File: src/rtl/adr_pkg.sv
package adr_pkg;
    localparam int BUS_AW = 4;
    localparam int BUS_DW = 4;

    typedef enum logic [2:0] {
        OP_NONE,
        OP_PRIM_WR,
        OP_PRIM_RD,
        OP_AUX_WR,
        OP_AUX_RD,
        OP_SW_SELF,
        OP_SW_OTHER
    } op_e;

    typedef struct packed {
        logic [BUS_AW-1:0] addr;
        logic [BUS_DW-1:0] data;
        logic              wr;
        logic              rd;
    } bus_req_t;

    function automatic op_e classify(bus_req_t r, logic [BUS_AW-1:0] mod_a,
                                     logic [BUS_AW-1:0] sw_a, logic armed);
        op_e o;
        o = OP_NONE;
        if (r.wr) begin
            if (r.addr == sw_a)
                o = (r.data == mod_a) ? OP_SW_SELF : OP_SW_OTHER;
            else if (r.addr == mod_a)
                o = armed ? OP_AUX_WR : OP_PRIM_WR;
        end else if (r.rd && r.addr == mod_a) begin
            o = armed ? OP_AUX_RD : OP_PRIM_RD;
        end
        return o;
    endfunction

    function automatic logic is_read(op_e o);
        return (o == OP_PRIM_RD) || (o == OP_AUX_RD);
    endfunction
endpackage

File: src/rtl/adr_decode.sv
module adr_decode
    import adr_pkg::*;
#(
    parameter logic [BUS_AW-1:0] MOD_ADDR = 4'h5,
    parameter logic [BUS_AW-1:0] SW_ADDR  = 4'hF
) (
    input  bus_req_t req,
    input  logic     armed,
    output op_e      op
);
    always_comb op = classify(req, MOD_ADDR, SW_ADDR, armed);
endmodule

File: src/rtl/adr_aux_ctrl.sv
module adr_aux_ctrl
    import adr_pkg::*;
#(
    parameter int AUX_NIBBLES = 2,
    localparam int PH_W = (AUX_NIBBLES > 1) ? $clog2(AUX_NIBBLES) : 1
) (
    input  logic            clk,
    input  logic            rst,
    input  op_e             op,
    output logic            armed,
    output logic [PH_W-1:0] phase,
    output logic            commit,
    output logic            stage_we
);
    localparam logic [PH_W-1:0] LAST = PH_W'(AUX_NIBBLES - 1);

    logic last;
    assign last     = (phase == LAST);
    assign commit   = (op == OP_AUX_WR) && last;
    assign stage_we = (op == OP_AUX_WR) && !last;

    always_ff @(posedge clk) begin
        if (rst) begin
            armed <= 1'b0;
            phase <= '0;
        end else begin
            unique case (op)
                OP_SW_SELF: begin
                    armed <= 1'b1;
                    phase <= '0;
                end
                OP_SW_OTHER: begin
                    armed <= 1'b0;
                    phase <= '0;
                end
                OP_AUX_WR, OP_AUX_RD: begin
                    if (last) begin
                        armed <= 1'b0;
                        phase <= '0;
                    end else begin
                        phase <= phase + 1'b1;
                    end
                end
                default: ;
            endcase
        end
    end

    assert_arm_R4: assert property (@(posedge clk) disable iff (rst)
        (op == OP_SW_SELF) |=> (armed && phase == '0));
    assert_cancel_R8: assert property (@(posedge clk) disable iff (rst)
        (op == OP_SW_OTHER) |=> (!armed && phase == '0));
    assert_revert_R6: assert property (@(posedge clk) disable iff (rst)
        ((op == OP_AUX_WR || op == OP_AUX_RD) && phase == LAST) |=> !armed);
    assert_restart_R11: assert property (@(posedge clk) disable iff (rst)
        (armed && phase != '0 && op == OP_SW_SELF) |=> (phase == '0));
    assert_reset_R1: assert property (@(posedge clk)
        rst |=> (!armed && phase == '0));
endmodule

File: src/rtl/adr_regs.sv
module adr_regs
    import adr_pkg::*;
#(
    parameter int AUX_NIBBLES = 2,
    localparam int PH_W  = (AUX_NIBBLES > 1) ? $clog2(AUX_NIBBLES) : 1,
    localparam int AUX_W = AUX_NIBBLES * BUS_DW
) (
    input  logic              clk,
    input  logic              rst,
    input  op_e               op,
    input  logic [BUS_DW-1:0] wdata,
    input  logic [PH_W-1:0]   phase,
    input  logic              commit,
    input  logic              stage_we,
    output logic [BUS_DW-1:0] prim_q,
    output logic [AUX_W-1:0]  aux_q,
    output logic [BUS_DW-1:0] rd_nib
);
    logic [AUX_NIBBLES-1:0][BUS_DW-1:0] stage;
    logic [AUX_W-1:0]                   next_aux;

    generate
        for (genvar k = 0; k < AUX_NIBBLES; k++) begin : g_nib
            if (k < AUX_NIBBLES - 1) begin : g_stage
                always_ff @(posedge clk) begin
                    if (rst)
                        stage[k] <= '0;
                    else if (stage_we && phase == PH_W'(k))
                        stage[k] <= wdata;
                end
                assign next_aux[k*BUS_DW +: BUS_DW] = stage[k];
            end else begin : g_top
                assign stage[k] = '0;
                assign next_aux[k*BUS_DW +: BUS_DW] = wdata;
            end
        end
    endgenerate

    always_ff @(posedge clk) begin
        if (rst) begin
            prim_q <= '0;
            aux_q  <= '0;
        end else begin
            if (op == OP_PRIM_WR)
                prim_q <= wdata;
            if (commit)
                aux_q <= next_aux;
        end
    end

    always_comb begin
        if (op == OP_AUX_RD)
            rd_nib = aux_q[phase*BUS_DW +: BUS_DW];
        else
            rd_nib = prim_q;
    end

    assert_atomic_R5: assert property (@(posedge clk) disable iff (rst)
        !commit |=> $stable(aux_q));
    assert_prim_hold_R2: assert property (@(posedge clk) disable iff (rst)
        (op != OP_PRIM_WR) |=> $stable(prim_q));
    assert_prim_load_R2: assert property (@(posedge clk) disable iff (rst)
        (op == OP_PRIM_WR) |=> (prim_q == $past(wdata)));
endmodule

File: src/rtl/aux_dual_reg.sv
module aux_dual_reg
    import adr_pkg::*;
#(
    parameter logic [3:0] MOD_ADDR    = 4'h5,
    parameter logic [3:0] SW_ADDR     = 4'hF,
    parameter int         AUX_NIBBLES = 2,
    localparam int PH_W  = (AUX_NIBBLES > 1) ? $clog2(AUX_NIBBLES) : 1,
    localparam int AUX_W = AUX_NIBBLES * BUS_DW
) (
    input  logic              clk,
    input  logic              rst,
    input  logic [BUS_AW-1:0] io_addr,
    input  logic [BUS_DW-1:0] io_wdata,
    input  logic              io_wr,
    input  logic              io_rd,
    output logic [BUS_DW-1:0] io_rdata,
    output logic              io_rdata_en,
    output logic [BUS_DW-1:0] prim_q,
    output logic [AUX_W-1:0]  aux_q
);
    bus_req_t          req;
    op_e               op;
    logic              armed;
    logic [PH_W-1:0]   phase;
    logic              commit;
    logic              stage_we;
    logic [BUS_DW-1:0] rd_nib;

    assign req = '{addr: io_addr, data: io_wdata, wr: io_wr, rd: io_rd};

    adr_decode #(.MOD_ADDR(MOD_ADDR), .SW_ADDR(SW_ADDR)) u_decode (
        .req   (req),
        .armed (armed),
        .op    (op)
    );

    adr_aux_ctrl #(.AUX_NIBBLES(AUX_NIBBLES)) u_ctrl (
        .clk      (clk),
        .rst      (rst),
        .op       (op),
        .armed    (armed),
        .phase    (phase),
        .commit   (commit),
        .stage_we (stage_we)
    );

    adr_regs #(.AUX_NIBBLES(AUX_NIBBLES)) u_regs (
        .clk      (clk),
        .rst      (rst),
        .op       (op),
        .wdata    (io_wdata),
        .phase    (phase),
        .commit   (commit),
        .stage_we (stage_we),
        .prim_q   (prim_q),
        .aux_q    (aux_q),
        .rd_nib   (rd_nib)
    );

    assign io_rdata_en = is_read(op);
    assign io_rdata    = io_rdata_en ? rd_nib : '0;

    assert_ignore_R9: assert property (@(posedge clk) disable iff (rst)
        (io_addr != MOD_ADDR) |-> (!io_rdata_en && io_rdata == '0));
    assert_wr_wins_R10: assert property (@(posedge clk) disable iff (rst)
        (io_wr && io_rd) |-> !io_rdata_en);
    assert_rd_en_R3: assert property (@(posedge clk) disable iff (rst)
        (io_rd && !io_wr && io_addr == MOD_ADDR) |-> io_rdata_en);
    assert_reset_regs_R1: assert property (@(posedge clk)
        rst |=> (prim_q == '0 && aux_q == '0));
endmodule

File: config.mk
export PLATFORM = sky130hd
export DESIGN_NAME = aux_dual_reg
export DESIGN_NICKNAME = d
export VERILOG_FILES = /design/src/rtl/adr_pkg.sv /design/src/rtl/adr_decode.sv /design/src/rtl/adr_aux_ctrl.sv /design/src/rtl/adr_regs.sv /design/src/rtl/aux_dual_reg.sv
export SDC_FILE = /design/constraint.sdc
export NUM_CORES = 1
export LEC_CHECK = 0
export BUFFER_PORTS_ARGS = -buffer_cell sky130_fd_sc_hd__clkbuf_2
export CAP_MARGIN = 20
export CORE_MARGIN = 2
export CORE_UTILIZATION = 25
export CTS_CLUSTER_DIAMETER = 200
export DETAILED_ROUTE_END_ITERATION = 6
export GPL_TIMING_DRIVEN = 0
export SYNTH_ARGS = -nofsm -noshare
export SYNTH_HDL_FRONTEND = slang
export SYNTH_SLANG_ARGS = --single-unit
File: constraint.sdc
create_clock -name clk -period 2.05 [get_ports clk]
set_clock_uncertainty 0.1 [all_clocks]
set_input_delay 0.205 -clock clk [delete_from_list [all_inputs] [get_ports clk]]
set_output_delay 0.205 -clock clk [all_outputs]
set_load 0.005 [all_outputs]
==> impl_metrics.json, run 1 <==
{
  "status": "completed",
  "cp_max_fo": 10,
  "post-synth-top-area-fraction_pct": 42.1,
  "hold_buffers": 0,
  "synth_xor_area_share_pct": 0,
  "yosysMostFrequentCell": "nor2_1",
  "fillers": 358,
  "area_growth_pct": 24.6,
  "synth.avg_cell_area_um2": 9.73,
  "crit_arrival_ns": 1.52,
  "power_mw": 0.559,
  "drc_errors": 0,
  "synth_compound_area_share_pct": 8.04,
  "end_kind": "primary output",
  "path_clk_slew_ns": 0.10,
  "ctsResizeCount": 0,
  "dpl.hpwl_mm": 1.55,
  "io_pins": 29,
  "required_ns": 1.75,
  "worstPathBufferInverterCount": 2,
  "clockBufferDepth": 2,
  "cts_num_sinks": 18,
  "antenna_found_initial": 0,
  "synth_cells": 88,
  "wl_met3_um": 139,
  "cts-root-buf": "clkbuf_4",
  "cp_slowest_stage_delay_ns": 0.48,
  "grt_usage_pct": 11.1,
  "coreArea_um2": 3310,
  "htree_levels": 1,
  "cts_made_buffers": 3,
  "grt_max_degree": 11,
  "synth-async-reset-ratio_pct": 0,
  "rows": 21,
  "wirelength_mm": 2.03,
  "finalHoldViolCount": 0,
  "overflow": 0,
  "antennaDiodeCount": 0,
  "crit_chain": "buf_2 > nor2_1 > a211oi_1 > clkbuf_2",
  "wl_met1_um": 897,
  "max_freq_mhz": 548,
  "worst-setup-path-type": "register to primary output",
  "path_delay_family": "flip-flops",
  "tightestPinTransition_ns": 0.446,
  "multi_input_area_um2": 458,
  "drtIter0Drc": 36,
  "synth_top_family_by_area": "multiplexers",
  "yosys.area_share.simple_pct": 22.1,
  "insertion_delay_ns": 0.28,
  "synth-seq-cells": 18,
  "hp-class": "input port to register",
  "finalCriticalPeriod_ns": 1.83,
  "netlist_area_um2": 856,
  "slew_headroom_pct": 70.3,
  "post-route-period-util_pct": 89.0,
  "fin_tns_setup_ns": 0,
  "dp.cells": 160,
  "setup_viol_count_final": 0,
  "rsz0062_at_grt": "false",
  "start_util_pct": 25.9,
  "io_buffers": 26,
  "reg2reg_slack_ns": 0.58,
  "num_vias": 732,
  "fp.dieW_um": 62.5,
  "final_cells": 163,
  "fin_nets": 131,
  "ir_drop_v": 0.000146,
  "firstDrtPassIters": 4,
  "fp.dieH_um": 62.5,
  "ys_seq_area_share_pct": 42.1,
  "route.top_layer_used": "met4",
  "synthTopCellsByCount": "nor2_1 (23), mux2i_1 (20), dfxtp_1 (18), a211oi_1 (5), buf_2 (3)",
  "synthAdderAreaFrac_pct": 0,
  "crit_path_top_delay_cell": "dfxtp_1",
  "yosysTopAreaCell": "dfxtp_1",
  "synth_flop_cell": "dfxtp_1",
  "ant_nets": 0,
  "synth_cell_types": 22,
  "power-per-cell-area_nw_per_um2": 524,
  "maxCapViolCount": 0,
  "drive_gt1_share_pct": 30.8,
  "post-cts-setup-buffers": 0,
  "maxSlewViolCount": 0,
  "yosysWarningCount": 0,
  "synth_mux_area_share_pct": 23.4,
  "place_congestion": 0.760,
  "wl_per_cell_um": 12.5,
  "p_leak_nw": 0.570,
  "dpl_cell_area_um2": 1040,
  "post_drt_via_cell_ratio": 4.49,
  "synth_top_cells_by_area": "dfxtp_1 (42%), mux2i_1 (23%), nor2_1 (10%)",
  "synth-edff-count": 0,
  "grt_pass1_wl_mm": 3.48,
  "routed-wl-met2_um": 979,
  "grt_pass1_vias": 736,
  "start_kind": "register",
  "synth.net_count": 100,
  "final_area_um2": 1070,
  "dieArea_um2": 3910,
  "seqCellArea_um2": 360,
  "tritoncts": "yes"
}
[cells by family after synthesis]
kind of cell / count (synthesis)
buffers and inverters: 7
DFF: 18
and+or+nand+nor: 33
AOI/OAI and AO/OA: 10
muxes: 20
[state kept, by name, indices dropped and copies added, names as in the netlist]
register	cells
u_ctrl.armed	1
u_regs.prim_q	4
u_ctrl.phase	1
u_regs.aux_q	8
u_regs.next_aux	4
[per-layer routing]
layer / track usage, % / vias up
li1: - / 370
met1: 13.2 / 346
met2: 18.1 / 14
met3: 4.14 / 2
met4: 4.17 / 0
met5: 0 / -
[placed cells by master, fill, tap and decap left out, drive strengths merged]
cell type and n:
and4bb 1, o211ai 1, a41oi 1, nand3 1
mux2i 20, clkbuf 30, dfxtp 18, nor2 23
nand4b 1, a211oi 5, buf 5, nand4 1
nand3b 2, inv 1, o21ai 1, nor4bb 1
or3 1, and3 1, a21oi 2, nand2 1
[area by class of cell]
class | count | area share, %
Tap cell | 46 | 5.40
Buffer | 6 | 3.17
Sequential cell | 18 | 33.8
Inverter | 1 | 0.352
Clock buffer | 3 | 2.11
Timing Repair Buffer | 26 | 12.2
Multi-Input combinational cell | 63 | 43.0
[where the power goes]
group | internal [mW] | leakage [nW] | switching, mW
clock | 0.0681 | 0.0138 | 0.101
sequential | 0.350 | 0.145 | 0.000858
combinational | 0.0151 | 0.411 | 0.0232
[path summary, 6_finish.rpt]
kind                      start                  to  cells after the start
max reg2reg        u_ctrl.armed  u_regs.next_aux[0]                      4
min reg2reg  u_regs.next_aux[0]     u_regs.aux_q[0]                      2
max                u_ctrl.armed         io_rdata[2]                      4
min                 io_wdata[1]  u_regs.next_aux[1]                      3
[through the flow]
stage                     util (%)  hold slack, ns  setup slack [ns]
after floorplan                  -           0.249             0.764
after global placement        31.5           0.376             0.382
after detailed placement      31.5           0.383             0.357
after CTS                     32.2           0.106             0.199
after global routing          32.2           0.101            0.0712
final                         32.2           0.108             0.225
[worst reg2reg max path: stages (launching register included)]
cell,delay [ns]
dfxtp_1,0.48
buf_2,0.29
nand4b_2,0.24
mux2i_1,0.20
nor2_1,0.05
Note: power is estimated with default switching activity, not from simulation.
==> run 2: changes to the inputs <==
Settings changed: BUFFER_PORTS_ARGS -buffer_cell sky130_fd_sc_hd__clkbuf_2 to -buffer_cell sky130_fd_sc_hd__buf_2, SKIP_CTS_REPAIR_TIMING set to 1.
==> impl_metrics.json, run 2 (synthesized netlist as in run 1, its figures left out) <==
{
  "cp_slowest_stage_delay_ns": 0.48,
  "fp.dieH_um": 62.5,
  "cts-root-buf": "clkbuf_4",
  "num_vias": 746,
  "p_leak_nw": 0.584,
  "coreArea_um2": 3310,
  "drc_errors": 0,
  "worst-setup-path-type": "register to primary output",
  "finalCriticalPeriod_ns": 1.84,
  "fin_nets": 131,
  "finalHoldViolCount": 0,
  "antenna_found_initial": 0,
  "final_common_cell": "buf_2",
  "cp_max_fo": 10,
  "path_delay_family": "flip-flops",
  "cts_made_buffers": 3,
  "crit_path_top_delay_cell": "dfxtp_1",
  "power-per-cell-area_nw_per_um2": 521,
  "status": "completed",
  "required_ns": 1.75,
  "setup_viol_count_final": 0,
  "tightestPinTransition_ns": 0.465,
  "sw_frac_of_total_pct": 21.9,
  "pwr-share-clk_pct": 29.9,
  "dieArea_um2": 3910,
  "antennaDiodeCount": 0,
  "ant_nets": 0,
  "maxCapViolCount": 0,
  "setup_ws_ns": 0.212,
  "final_area_um2": 1070,
  "htree_levels": 1,
  "power.switching_mw": 0.122,
  "ir_drop_v": 0.000147,
  "dpl_cell_area_um2": 1040,
  "io_pins": 29,
  "clockBufferDepth": 2,
  "start_util_pct": 25.9,
  "wl_per_cell_um": 12.7,
  "power_mw": 0.555,
  "path_common_cell": "buf_2",
  "finish.utilization_pct": 32.2,
  "crit_arrival_ns": 1.53,
  "top_register": "u_regs.aux_q",
  "start_kind": "register",
  "io_buffers": 26,
  "place_congestion": 0.743,
  "hp-class": "input port to register",
  "multi_input_area_um2": 458,
  "path_clk_slew_ns": 0.09,
  "pwr-share-seq_pct": 63.3,
  "fin_tns_setup_ns": 0,
  "final_cell_mix": "buf_2 (29), nor2_1 (23), mux2i_1 (20)",
  "dpl_worst_slack_ns": 0.348,
  "grt_max_degree": 11,
  "post_drt_via_cell_ratio": 4.58,
  "fp.dieW_um": 62.5,
  "crit_chain": "buf_2 > nor2_1 > a211oi_1 > buf_2",
  "rows": 21,
  "maxSlewViolCount": 0,
  "insertion_delay_ns": 0.28,
  "slew_headroom_pct": 68.6,
  "dpl.hpwl_mm": 1.57,
  "area_growth_pct": 24.6,
  "wirelength_mm": 2.08,
  "grt_pass1_vias": 765,
  "max_freq_mhz": 544,
  "p_int_mw": 0.434,
  "worstPathBufferInverterCount": 2,
  "post-route-period-util_pct": 89.7,
  "overflow": 0,
  "rsz0062_at_grt": "false",
  "cts_num_sinks": 18,
  "p_comb_share_pct": 6.9,
  "largest_register_ffs": 8,
  "fillers": 370,
  "tritoncts": "yes",
  "end_kind": "primary output",
  "drive_gt1_share_pct": 30.8,
  "grt_usage_pct": 11.2,
  "drtIter0Drc": 45,
  "seqCellArea_um2": 360,
  "grt_pass1_wl_mm": 3.47,
  "firstDrtPassIters": 2
}
run 2: cell types whose count changed in the layout (fill, tap and decap cells not counted), sizes merged:
cell    change
clkbuf     -26
buf        +26
run 2: path summary, 6_finish.rpt:
| path | from | cells after the start | to | slack [ns] |
|---|---|---|---|---|
| worst max register to register | u_ctrl.armed | 4 | u_regs.next_aux[0] | 0.58 |
| worst min register to register | u_regs.next_aux[1] | 2 | u_regs.aux_q[1] | 0.40 |
| worst min-delay path | io_wdata[0] | 3 | u_regs.aux_q[4] | 0.10 |
| worst max-delay path | u_ctrl.armed | 4 | io_rdata[1] | 0.21 |
run 2: per-layer routing:
metal / routed length, um / GRT usage, % / vias to the layer above
met5: 0 / 0 / -
met4: 28 / 6.11 / 0
met3: 81 / 2.88 / 4
met2: 977 / 19.1 / 16
met1: 991 / 12.9 / 354
li1: - / - / 372
run 2: layout make-up:
class / count / share of cell area (%)
Buffer: 6 / 3.17
Tap cell: 46 / 5.40
Inverter: 1 / 0.352
Sequential cell: 18 / 33.8
Clock buffer: 3 / 2.11
Timing Repair Buffer: 26 / 12.2
Multi-Input combinational cell: 63 / 43.0
run 2: stage by stage:
stage | std cells | hold slack (ns)
final | 163 | 0.105
after global routing | 163 | 0.112
after CTS | 163 | 0.0974
after detailed placement | 160 | 0.382
after global placement | 160 | 0.377
after floorplan | 88 | 0.249
run 2: power by group through the flow:
stage,clock (mW),combinational (mW),sequential [mW]
floorplan,0,0.0187,0.359
global placement,0,0.0366,0.359
detailed placement,0,0.0380,0.359
CTS,0.177,0.0381,0.351
global route,0.190,0.0421,0.352
finish,0.166,0.0381,0.351
run 2: worst reg2reg max path: cells and delay by family (launching register included):
family | cells | cell delay [ns]
mux | 1 | 0.20
simple gates | 2 | 0.29
buf+inv | 1 | 0.29
flops | 1 | 0.48
